--- config.mk ---
export PLATFORM = sky130hd
export DESIGN_NAME = tc_fm_gen
export DESIGN_NICKNAME = d
export VERILOG_FILES = /design/src/rtl/tcgen_pkg.sv /design/src/rtl/rate_divider.sv /design/src/rtl/clk_squarer.sv /design/src/rtl/fm_encoder.sv /design/src/rtl/tc_fm_gen.sv
export SDC_FILE = /design/constraint.sdc
export NUM_CORES = 1
export LEC_CHECK = 0
export ABC_AREA = 1
export BUFFER_PORTS_ARGS = -buffer_cell sky130_fd_sc_hd__buf_2
export CORE_AREA = 2 2 39 41
export CTS_BUF_LIST = sky130_fd_sc_hd__clkbuf_16
export CTS_CLUSTER_SIZE = 40
export DETAILED_ROUTE_END_ITERATION = 16
export DIE_AREA = 0 0 41 43
export SYNTH_ARGS = -nofsm -noshare
export SYNTH_HDL_FRONTEND = slang
export SYNTH_SLANG_ARGS = --single-unit
--- constraint.sdc ---
create_clock -name clk -period 1.2 [get_ports clk]
set_clock_uncertainty 0.1 [all_clocks]
set_input_delay 0.24 -clock clk [delete_from_list [all_inputs] [get_ports clk]]
set_output_delay 0.24 -clock clk [all_outputs]
set_load 0.005 [all_outputs]
--- src/rtl/tcgen_pkg.sv ---
package tcgen_pkg;
  typedef enum logic [1:0] {
    RATE_AUDIO = 2'b00,
    RATE_SMPTE = 2'b01,
    RATE_EBU   = 2'b10,
    RATE_FILM  = 2'b11
  } rate_e;

  function automatic int unsigned max4(input int unsigned a, input int unsigned b,
                                       input int unsigned c, input int unsigned d);
    int unsigned m;
    m = a;
    if (b > m) m = b;
    if (c > m) m = c;
    if (d > m) m = d;
    return m;
  endfunction
endpackage

--- src/rtl/rate_divider.sv ---
module rate_divider
  import tcgen_pkg::*;
#(
  parameter int unsigned DIV_AUDIO = 1,
  parameter int unsigned DIV_SMPTE = 20,
  parameter int unsigned DIV_EBU   = 24,
  parameter int unsigned DIV_FILM  = 25
) (
  input  logic       clk,
  input  logic       rst_n,
  input  logic       ref_tick,
  input  logic [1:0] rate_sel,
  output logic       pulse
);
  localparam int unsigned MAXDIV = max4(DIV_AUDIO, DIV_SMPTE, DIV_EBU, DIV_FILM);
  localparam int unsigned CW     = (MAXDIV > 1) ? $clog2(MAXDIV) : 1;

  logic [CW-1:0] remain_q;
  logic [CW-1:0] reload_val;
  logic [CW-1:0] active_max_q;

  always_comb begin
    unique case (rate_e'(rate_sel))
      RATE_AUDIO: reload_val = CW'(DIV_AUDIO - 1);
      RATE_SMPTE: reload_val = CW'(DIV_SMPTE - 1);
      RATE_EBU:   reload_val = CW'(DIV_EBU - 1);
      default:    reload_val = CW'(DIV_FILM - 1);
    endcase
  end

  // Reload at terminal count; the select is only looked at here.
  always_ff @(posedge clk or negedge rst_n) begin
    if (!rst_n) begin
      remain_q     <= '0;
      active_max_q <= '0;
      pulse        <= 1'b0;
    end else begin
      pulse <= 1'b0;
      if (ref_tick) begin
        if (remain_q == '0) begin
          remain_q     <= reload_val;
          active_max_q <= reload_val;
          pulse        <= 1'b1;
        end else begin
          remain_q <= remain_q - 1'b1;
        end
      end
    end
  end

  assert_pulse_from_tick_R3: assert property (@(posedge clk) disable iff (!rst_n)
    pulse |-> $past(ref_tick));
  assert_no_early_pulse_R2: assert property (@(posedge clk) disable iff (!rst_n)
    (ref_tick && remain_q != '0) |=> !pulse);
  assert_count_in_range_R4: assert property (@(posedge clk) disable iff (!rst_n)
    remain_q <= active_max_q);
  assert_idle_holds_R3: assert property (@(posedge clk) disable iff (!rst_n)
    !ref_tick |=> $stable(remain_q));
endmodule

--- src/rtl/clk_squarer.sv ---
module clk_squarer (
  input  logic clk,
  input  logic rst_n,
  input  logic pulse,
  output logic sq_clk,
  output logic rise_stb,
  output logic fall_stb
);
  always_ff @(posedge clk or negedge rst_n) begin
    if (!rst_n)     sq_clk <= 1'b0;
    else if (pulse) sq_clk <= ~sq_clk;
  end

  assign rise_stb = pulse & ~sq_clk;
  assign fall_stb = pulse & sq_clk;

  assert_toggle_on_pulse_R5: assert property (@(posedge clk) disable iff (!rst_n)
    pulse |=> (sq_clk != $past(sq_clk)));
  assert_hold_without_pulse_R5: assert property (@(posedge clk) disable iff (!rst_n)
    !pulse |=> $stable(sq_clk));
  assert_strobes_exclusive_R6: assert property (@(posedge clk) disable iff (!rst_n)
    $onehot0({rise_stb, fall_stb}));
endmodule

--- src/rtl/fm_encoder.sv ---
module fm_encoder (
  input  logic clk,
  input  logic rst_n,
  input  logic rise_stb,
  input  logic fall_stb,
  input  logic in_valid,
  input  logic in_data,
  output logic in_ready,
  output logic line_out
);
  logic cell_bit_q;

  assign in_ready = rise_stb;

  always_ff @(posedge clk or negedge rst_n) begin
    if (!rst_n) begin
      cell_bit_q <= 1'b0;
      line_out   <= 1'b0;
    end else if (rise_stb) begin
      cell_bit_q <= in_valid & in_data;   // underrun sends a zero
      line_out   <= ~line_out;
    end else if (fall_stb && cell_bit_q) begin
      line_out <= ~line_out;
    end
  end

  assert_boundary_flip_R7: assert property (@(posedge clk) disable iff (!rst_n)
    rise_stb |=> (line_out != $past(line_out)));
  assert_quiet_between_edges_R8: assert property (@(posedge clk) disable iff (!rst_n)
    !(rise_stb || fall_stb) |=> $stable(line_out));
  assert_zero_on_underrun_R9: assert property (@(posedge clk) disable iff (!rst_n)
    (rise_stb && !in_valid) |=> !cell_bit_q);
endmodule

--- src/rtl/tc_fm_gen.sv ---
module tc_fm_gen
  import tcgen_pkg::*;
#(
  parameter int unsigned DIV_AUDIO = 1,
  parameter int unsigned DIV_SMPTE = 20,
  parameter int unsigned DIV_EBU   = 24,
  parameter int unsigned DIV_FILM  = 25
) (
  input  logic       clk,
  input  logic       rst_n,
  input  logic       ref_tick,
  input  logic [1:0] rate_sel,
  input  logic       bit_valid,
  input  logic       bit_data,
  output logic       bit_ready,
  output logic       half_pulse,
  output logic       bit_clk,
  output logic       fm_out
);
  logic rise_stb, fall_stb;

  rate_divider #(
    .DIV_AUDIO(DIV_AUDIO), .DIV_SMPTE(DIV_SMPTE),
    .DIV_EBU(DIV_EBU),     .DIV_FILM(DIV_FILM)
  ) u_div (
    .clk(clk), .rst_n(rst_n), .ref_tick(ref_tick),
    .rate_sel(rate_sel), .pulse(half_pulse)
  );

  clk_squarer u_sq (
    .clk(clk), .rst_n(rst_n), .pulse(half_pulse),
    .sq_clk(bit_clk), .rise_stb(rise_stb), .fall_stb(fall_stb)
  );

  fm_encoder u_enc (
    .clk(clk), .rst_n(rst_n), .rise_stb(rise_stb), .fall_stb(fall_stb),
    .in_valid(bit_valid), .in_data(bit_data),
    .in_ready(bit_ready), .line_out(fm_out)
  );

  assert_ready_at_rise_R6: assert property (@(posedge clk) disable iff (!rst_n)
    bit_ready |=> $rose(bit_clk));
endmodule

Word-level counts from Yosys, hierarchy flattened
Index checks and enable logic that the tools add are counted.

Logic and storage cells: 23. Input port bits: 7. Flip-flop bits (word level): 9. Output and inout port bits: 4.

Multiplexer cells: 6. Reductions and logical operators: 4. Add/sub/neg operators: 1. Eq/ne operators: 2. Bitwise gates (word level): 5.

Operator list (number): $pmux 5 s3 (1); $logic_not 5->1 (1); $mux 5 (1); $sub 5x1->5 const B (1); $mux 1 (4); $and 1x1->1 (3); $eq 2x1->1 const B (1); $eq 2x2->1 const B (1); $logic_not 2->1 (1); $not 1->1 (2); $reduce_bool 2->1 (1); $logic_and 1x1->1 (1).

Depth between registers and ports, before layout
Gate-level depths: netlist (run 1).

Word-level depth: 4. Mapped depth: 7.

Cells and area by module
Synthesis (run 1) repeated with hierarchy kept, for this count alone.

Cell total of the unflattened synthesis: 74. Area, all modules: 558.0 um^2.

Modules (own cells, without submodules): rate_divider (area each 405.4 um^2, instances 1, cells each 52); fm_encoder (area each 97.6 um^2, instances 1, cells each 13); clk_squarer (area each 55.1 um^2, instances 1, cells each 9).

Worst setup path after synthesis (run 1)
OpenSTA, ideal clock, no wires.

Kind: register -> register. Start point: register u_div.remain_q[0]. End point: register u_div.remain_q[2]. Stages on the path, launching flop included: 8. Setup time: 120 ps. Clock period less this slack: 1242 ps. Arrival time: 1022 ps. Path slack: -42 ps. Required time: 980 ps. Cells stage by stage: dfrtp_1 > inv_1 > ha_1 > nand3_2 > inv_2 > nand2_2 > nor2_2 > nor2_1.

Cells in the longest elaborated chain, start to end: 2. Elaborated cells on any way between the ends: 3. Those cells by class: 1 x add/sub; 1 x mux; 1 x reduce/logical.

RTL lines: start: declaration (line rate_divider.sv:18) `logic [CW-1:0] remain_q;`; start signal: assignment (line rate_divider.sv:41) `remain_q <= reload_val;`; start signal: assignment (line rate_divider.sv:45) `remain_q <= remain_q - 1'b1;`; $sub 5x1->5 / $logic_not 5->1 (equally long branches) (line rate_divider.sv:45, rate_divider.sv:40); $mux 5 * (line rate_divider.sv:40) `if (remain_q == '0) begin`.

Mark *: on every way between the ends. The rest lies on a longest branch, timed or not. A chain may end at the register's enable or synchronous reset.

Worst setup path after layout (run 1)
Start point: register u_div.pulse. End point: output port bit_ready.

Cells in the longest elaborated chain, start to end: 1.

RTL lines: start: declaration (line rate_divider.sv:13) `output logic pulse`; start signal: assignment (line rate_divider.sv:36) `pulse <= 1'b0;`; start signal: assignment (line rate_divider.sv:38) `pulse <= 1'b0;`; start signal: assignment (line rate_divider.sv:43) `pulse <= 1'b1;`; $and 1x1->1 (line clk_squarer.sv:14) `assign rise_stb = pulse & ~sq_clk;`; end: declaration (line tc_fm_gen.sv:15) `output logic bit_ready,`.

No other way between the ends.

==> impl_metrics.yaml, run 1 <==
finish:
  drive_gt1_share_pct: 38.1
  area_growth_pct: 48.2
  diodes: 0
  final_common_cell: "nand2_1"
  fin_area_um2: 758
  fin_nets: 96
  layout_common_cells: "nand2_1 (17), inv_1 (10), buf_2 (10), dfrtp_1 (9), buf_4 (6)"
grt:
  grt_usage_pct: 14.8
  antenna_found_initial: 0
  overflow: 0
  grt_max_degree: 10
  grt_pass1_vias: 430
  grt_pass1_wl_mm: 1.64
synthesis:
  synth_top_area_share_pct: 44.0
  synth_largest_area_cell: "dfrtp_1"
  synth_warnings: 0
  synthCells: 63
  synth_cell_type_count: 16
  avgSynthCellArea_um2: 8.12
  yosys-top-cells-area: "dfrtp_1 (44%), nand2_1 (13%), ha_1 (9.8%)"
  yosysSeqAreaShare_pct: 44.0
  syn_area_um2: 512
  synth_seq_cells: 9
  synth_nets: 74
setup_path:
  critPathRequiredTime_ns: 0.86
  path_class: "flip-flop to output port"
  start_kind: "flip-flop"
  arrival_ns: 0.87
  endpoint_kind: "output port"
  cp_max_fo: 3
placed_design:
  port_buffers: 10
  dpl_cell_area_um2: 609
  hpwl_um: 701
  post-place-ws_ns: -0.0154
  gp_congestion: 0.764
timing:
  slew_violations: 0
  tightest_slew_ns: 0.212
  fmax_ghz: 0.824
  rsz0062_at_grt: "yes"
  finalCritPeriodShare_pct: 101
  slew_headroom_pct: 85.9
  tns_ns: -0.0132
  period_minus_slack_ns: 1.21
  fin_ws_ns: -0.0132
  setup_viol_count_final: 1
  hold_viol: 0
floorplan:
  die_y_um: 43
  core.rowCount: 14
  die_w_um: 41
  die-area_um2: 1760
  core_region_area_um2: 1380
  ios: 11
  initial_utilization_pct: 37.0
drt:
  wl_um: 992
  vias: 451
  vias_per_cell: 4.51
  drtIter0Drc: 4
  first_pass_iters: 4
  antenna_left: 0
  post-route-drc-count: 0
  wire_per_inst_um: 9.92
cts:
  clk_pin_slew_ns: 0.04
  clk_latency_ns: 0.23
  cts-root-buf: "clkbuf_16"
  clock_sinks: 9
  cts.path.max_buffers: 2
  htreeDepth: 1
  numCtsBuffers: 3
  cts_tree: "done"
power:
  ir_worst_vdd_v: 0.00104
  p_leak_nw: 0.431
  powerDensity_nw_per_um2: 2570
hold_path:
  min_path_type: "input pin to flip-flop"
status:
  failed_checks: "negative setup slack"
  status: "finished with violations"
flow_run:
  maxCapViolations: 0
-- per-stage QoR --
stage               instances  power, mW  hold WS (ns)  utilization (%)
detailed placement         91       1.21       0.00317             44.0
global placement           91       1.20       0.00353             44.0
floorplan                  63       1.01        -0.156                -
global route              100       2.09         0.218             54.8
CTS                        98       1.88         0.180             52.1
finish                    100       1.95         0.165             54.8
-- routing by layer --
layer,track usage [%],wire (µm),vias up
li1,-,-,233
met1,15.2,414,203
met4,16.0,54,0
met2,21.9,490,10
met3,3.14,32,5
met5,0,0,-
-- worst max-delay path: stages (launching register included) --
cell	delay (ns)
dfrtp_1	0.40
inv_2	0.09
nor2_4	0.03
buf_2	0.12
-- synth_stat cells --
library cell,number
nand3b_1,1
nand2_1,18
dfrtp_1,9
nor2_1,3
inv_2,1
o21ai_0,1
xor2_1,3
inv_1,12
nor2_2,2
nand3_1,3
nand4_1,2
nand3_2,1
nand2_2,1
a21oi_1,1
o21ai_2,1
ha_1,4
-- kinds of logic after synthesis --
kind of cell / after synthesis / share of synthesized area, %
AOI/OAI and AO/OA: 3 / 3.67
xor gates and xnor gates: 3 / 5.14
adders and majority gates: 4 / 9.78
buffers and inverters: 13 / 9.53
DFF: 9 / 44.0
and+or+nand+nor: 31 / 27.9
-- registers in the layout, indices dropped and copies added (netlist names) --
register / flops
u_div.remain_q: 5
u_sq.sq_clk: 1
u_enc.line_out: 1
u_enc.cell_bit_q: 1
u_div.pulse: 1
-- where the power goes --
part	switching (mW)	internal, mW	total, mW
registers	0.125	0.447	0.572
clock network	0.147	0.435	0.582
logic	0.411	0.386	0.797
total	0.684	1.27	1.95
-- final cells by class --
type                       instances  area (µm²)
sequential                         9         225
clock inverter                     1        3.75
fill                             130         626
inverter                          13        48.8
timing repair buffer              17         105
multi-input combinational         41         280
clock buffer                       3        75.1
tap                               16        20.0
-- what timing repair did --
item,in CTS,in global routing
hold buffers,1,0
buffers inserted,2,2
gates resized for setup,5,5
endpoints found under the setup margin,3,5
hold endpoints to repair,9,0
pin swaps,1,2
-- path summary, 6_finish.rpt --
| check | slack [ns] | end | cells past startpoint | startpoint |
|---|---|---|---|---|
| max | -0.01 | bit_ready | 3 | u_div.pulse$_DFF_PN0_ |
| min reg2reg | 0.37 | u_enc.line_out$_DFFE_PN0P_ | 1 | u_enc.line_out$_DFFE_PN0P_ |
| max in group asynchronous | 0.54 | u_enc.line_out$_DFFE_PN0P_ | 2 | rst_n |
| min | 0.16 | u_enc.cell_bit_q$_DFFE_PN0P_ | 3 | bit_data |
| min in group asynchronous | 0.28 | u_enc.cell_bit_q$_DFFE_PN0P_ | 2 | rst_n |
| max reg2reg | 0.03 | u_div.remain_q[2]$_DFFE_PN0P_ | 7 | u_div.remain_q[1]$_DFFE_PN0P_ |
(Power assumes the default switching activity.)
==> inputs of run 2 (changes only) <==
--- a/config.mk
+++ b/config.mk
@@ -7,11 +7,13 @@
 export LEC_CHECK = 0
 export ABC_AREA = 1
 export BUFFER_PORTS_ARGS = -buffer_cell sky130_fd_sc_hd__buf_2
+export CAP_MARGIN = 20
 export CORE_AREA = 2 2 39 41
 export CTS_BUF_LIST = sky130_fd_sc_hd__clkbuf_16
 export CTS_CLUSTER_SIZE = 40
 export DETAILED_ROUTE_END_ITERATION = 16
 export DIE_AREA = 0 0 41 43
+export REMOVE_ABC_BUFFERS = 1
 export SYNTH_ARGS = -nofsm -noshare
 export SYNTH_HDL_FRONTEND = slang
 export SYNTH_SLANG_ARGS = --single-unit
==> impl_metrics.yaml, run 2 (synthesis results as in run 1) <==
placed_design:
  hpwl_um: 694
  post-place-ws_ns: -0.0602
  gp_congestion: 0.869
  port_buffers: 10
  dpl_cell_area_um2: 612
  dp.cells: 93
timing:
  slew_headroom_pct: 86.0
  hold_viol: 0
  period_minus_slack_ns: 1.25
  finalCritPeriodShare_pct: 104
  fmax_ghz: 0.803
  rsz0062_at_grt: "yes"
  slew_violations: 0
  tightest_slew_ns: 0.210
  fin_ws_ns: -0.0453
  setup_viol_count_final: 2
cts:
  htreeDepth: 1
  clk_latency_ns: 0.24
  cts.path.max_buffers: 2
  cts-root-buf: "clkbuf_16"
  cts_tree: "done"
  clk_pin_slew_ns: 0.04
  clock_sinks: 9
  numCtsBuffers: 3
setup_path:
  endpoint_kind: "output port"
  crit_end: "bit_ready"
  path_class: "flip-flop to output port"
  reg2reg_to: "u_div.remain_q[2]$_DFFE_PN0P_"
  crit_start: "u_sq.sq_clk$_DFFE_PN0P_"
  reg2reg_from: "u_div.remain_q[1]$_DFFE_PN0P_"
  arrival_ns: 0.91
  start_kind: "flip-flop"
  critPathRequiredTime_ns: 0.86
  cp_max_fo: 4
  worstRegToRegCells: 7
  rrSetupSlack_ns: 0.01
finish:
  largest_register_ffs: 5
  diodes: 0
  multiInputGateArea_um2: 283
  fin_nets: 99
  final_common_cell: "nand2_1"
  n_fill_cell: 122
  regMostFlops: "u_div.remain_q"
  regArea_um2: 225
  layout_common_cells: "nand2_1 (16), inv_1 (9), buf_2 (9), dfrtp_1 (9), buf_4 (8)"
  drive_gt1_share_pct: 42.5
  fin_area_um2: 795
  finalNonFillerCells: 103
  area_growth_pct: 55.3
grt:
  grt_pass1_wl_mm: 1.75
  grt_max_degree: 10
  grt_usage_pct: 15.5
  grt_pass1_vias: 443
  antenna_found_initial: 0
  overflow: 0
drt:
  vias: 477
  wl_mm: 1.17
  vias_per_cell: 4.63
  drtIter0Drc: 14
  first_pass_iters: 4
  wire_per_inst_um: 11.4
  post-route-drc-count: 0
  antenna_left: 0
floorplan:
  die_w_um: 41
  ios: 11
  initial_utilization_pct: 37.0
  core_region_area_um2: 1380
  die-area_um2: 1760
  die_y_um: 43
  core.rowCount: 14
power:
  ir_worst_vdd_v: 0.00135
  powerDensity_nw_per_um2: 2620
  p_leak_nw: 0.447
status:
  status: "finished with violations"
  failed_checks: "negative setup slack"
hold_path:
  worstHoldStart: "bit_valid"
  min_path_type: "input pin to flip-flop"
flow_run:
  maxCapViolations: 0
==> run 2: through the flow <==
stage               hold slack [ns]  setup TNS (ns)  power [mW]  utilization (%)
floorplan                    -0.156         -0.0531       0.965                -
global placement            0.00717         -0.0850        1.20             44.2
detailed placement          0.00484          -0.182        1.20             44.2
CTS                           0.142        -0.00246        1.92             53.4
global route                  0.161          -0.271        2.23             57.4
finish                        0.136         -0.0778        2.08             57.4
==> run 2: where the power goes <==
group / leakage (nW) / switching [mW] / internal [mW]
combinational: 0.295 / 0.469 / 0.449
clock: 0.0409 / 0.164 / 0.441
sequential: 0.111 / 0.116 / 0.446
total: 0.447 / 0.749 / 1.34
==> run 2: final cells by class <==
type,count,share of cell area (%)
clock buffers,3,9.45
clock inverters,1,0.630
inverters,13,6.14
multi-input cells,41,35.6
flip-flops and latches,9,28.3
well taps,16,2.52
repair buffers,20,17.3
==> run 2: worst min path at each step <==
| stage | end | slack (ns) | cells after the start |
|---|---|---|---|
| after floorplan | u_div.pulse$_DFF_PN0_ | -0.16 | 0 |
| after global placement | u_enc.cell_bit_q$_DFFE_PN0P_ | 0.007 | 1 |
| after detailed placement | u_enc.cell_bit_q$_DFFE_PN0P_ | 0.005 | 1 |
| after CTS | u_enc.cell_bit_q$_DFFE_PN0P_ | 0.14 | 3 |
| after global routing | u_enc.cell_bit_q$_DFFE_PN0P_ | 0.16 | 3 |
| final | u_enc.cell_bit_q$_DFFE_PN0P_ | 0.14 | 3 |
==> run 2: layer usage <==
metal,global-route usage [%],vias to the layer above,wire (µm)
met4,12.0,0,39
met1,17.3,220,488
met3,4.71,5,52
met5,0,-,0
li1,-,239,-
met2,23.1,13,590
==> run 2: what timing repair did <==
item                                   4_1_cts  5_1_grt
setup buffers                                3        3
gates resized for setup                      6        9
hold buffers                                 1        0
setup endpoints to repair                    5        6
pin swaps                                    4        1
endpoints found under the hold margin        9        0
==> run 2: critical path: stages, from the launching register on <==
cell     delay, ns
dfrtp_1       0.41
nor2_2        0.13
buf_2         0.12
==> inputs of run 3 (changes only) <==
--- a/config.mk
+++ b/config.mk
@@ -7,12 +7,13 @@
 export LEC_CHECK = 0
 export ABC_AREA = 1
 export BUFFER_PORTS_ARGS = -buffer_cell sky130_fd_sc_hd__buf_2
-export CAP_MARGIN = 20
+export CAP_MARGIN = 0
 export CORE_AREA = 2 2 39 41
 export CTS_BUF_LIST = sky130_fd_sc_hd__clkbuf_16
 export CTS_CLUSTER_SIZE = 40
 export DETAILED_ROUTE_END_ITERATION = 16
 export DIE_AREA = 0 0 41 43
+export PLACE_DENSITY = 0.71
 export REMOVE_ABC_BUFFERS = 1
 export SYNTH_ARGS = -nofsm -noshare
 export SYNTH_HDL_FRONTEND = slang
==> impl_metrics.yaml, run 3 (synthesis results as in run 1) <==
finish:
  layout_common_cells: "nand2_1 (17), inv_1 (10), buf_2 (10), dfrtp_1 (8), buf_4 (5)"
  n_fill_cell: 131
  drive_gt1_share_pct: 38.6
  final_util_pct: 54.0
  largest_register_ffs: 5
  fin_area_um2: 747
  diodes: 0
  final_common_cell: "nand2_1"
  fin_nets: 95
  finalNonFillerCells: 99
  area_growth_pct: 46.0
  regMostFlops: "u_div.remain_q"
setup_path:
  worstRegToRegCells: 7
  slowest_stage: "dfrtp_1"
  path_class: "flip-flop to output port"
  rrSetupSlack_ns: 0.03
  arrival_ns: 0.88
  cpPeakStageDelay_ns: 0.38
  crit_start: "u_sq.sq_clk$_DFFE_PN0P_"
  reg2reg_from: "u_div.remain_q[1]$_DFFE_PN0P_"
  reg2reg_to: "u_div.remain_q[2]$_DFFE_PN0P_"
  endpoint_kind: "output port"
  critPathRequiredTime_ns: 0.86
  crit_chain: "nor2_2, buf_2"
  start_kind: "flip-flop"
  cp_max_fo: 3
cts:
  clk_pin_slew_ns: 0.04
  numCtsBuffers: 3
  clk_latency_ns: 0.23
  htreeDepth: 1
  clock_sinks: 9
  cts-root-buf: "clkbuf_16"
  cts.path.max_buffers: 2
  cts_tree: "done"
hold_path:
  hold_depth: 3
  worstHoldStart: "bit_data"
  min_path_type: "input pin to flip-flop"
  hold_end: "u_enc.cell_bit_q$_DFFE_PN0P_"
power:
  p_leak_nw: 0.424
  ir_worst_vdd_v: 0.00108
  finalPower_mw: 1.94
  powerDensity_nw_per_um2: 2600
grt:
  grt_usage_pct: 13.9
  use_met1_pct: 16.4
  met2_usage_pct: 20.0
  grt_pass1_vias: 405
  grt_max_degree: 10
  antenna_found_initial: 0
  grt_util_met3_pct: 4.71
  overflow: 0
  grt_pass1_wl_mm: 1.57
  grt_busiest_layer: "met2"
drt:
  first_pass_iters: 2
  vias: 452
  wire_per_inst_um: 10.0
  wl_um: 994
  vias_per_cell: 4.57
  drtIter0Drc: 5
  antenna_left: 0
  post-route-drc-count: 0
floorplan:
  initial_utilization_pct: 37.0
  die_w_um: 41
  die_y_um: 43
  core_region_area_um2: 1380
  die-area_um2: 1760
  ios: 11
  core.rowCount: 14
placed_design:
  post-place-ws_ns: -0.0787
  port_buffers: 10
  dp.cells: 91
  hpwl_um: 688
  dpl_cell_area_um2: 597
  gp_congestion: 0.840
timing:
  rsz0062_at_grt: "yes"
  finalCritPeriodShare_pct: 101
  fin_ws_ns: -0.0171
  tns_ns: -0.0318
  slew_headroom_pct: 85.8
  fmax_ghz: 0.822
  whs_ns: 0.171
  setup_viol_count_final: 3
  period_minus_slack_ns: 1.22
  slew_violations: 0
  tightest_slew_ns: 0.212
  hold_viol: 0
status:
  failed_checks: "negative setup slack"
  status: "finished with violations"
flow_run:
  maxCapViolations: 0
run 3: area by class of cell:
type	count	area [µm²]	area share, %
Multi-Input combinational cell	41	275	36.9
Sequential cell	9	226	30.3
Timing Repair Buffer	16	97.6	13.1
Clock buffer	3	75.1	10.1
Inverter	13	48.8	6.53
Tap cell	16	20.0	2.68
Clock inverter	1	3.75	0.503
run 3: timing repair:
item,CTS,global route
hold buffers,1,0
buffers inserted,2,1
cloned,0,0
pin swaps,1,4
endpoints found under the hold margin,9,0
endpoints found under the setup margin,6,7
gates resized for setup,4,8
run 3: per-layer routing:
metal	part of all wire (%)	vias to the layer above
met4	3.1	0
met3	5.3	4
met2	47	14
li1	-	231
met1	44	203
met5	0	-
run 3: worst max path at each step:
stage                                     to  cells past startpoint  slack [ns]
6_report                           bit_ready                      2       -0.02
5_1_grt                            bit_ready                      2       -0.08
4_1_cts                            bit_ready                      3       -0.02
3_5_place_dp   u_div.remain_q[2]$_DFFE_PN0P_                      7       -0.08
3_3_place_gp   u_div.remain_q[2]$_DFFE_PN0P_                      7       -0.04
2_1_floorplan  u_div.remain_q[2]$_DFFE_PN0P_                      7       -0.04
run 3: worst max-delay path, delay by kind of cell (launching register included):
| kind | cells | cell delay (ns) |
|---|---|---|
| flip-flops | 1 | 0.38 |
| buffers and inverters | 1 | 0.13 |
| AND/OR/NAND/NOR | 1 | 0.14 |
run 3: power breakdown:
group          switching, mW  internal [mW]  leakage [nW]  total (mW)
sequential             0.116          0.450         0.110       0.566
combinational          0.420          0.385         0.272       0.805
clock                  0.136          0.434        0.0423       0.570
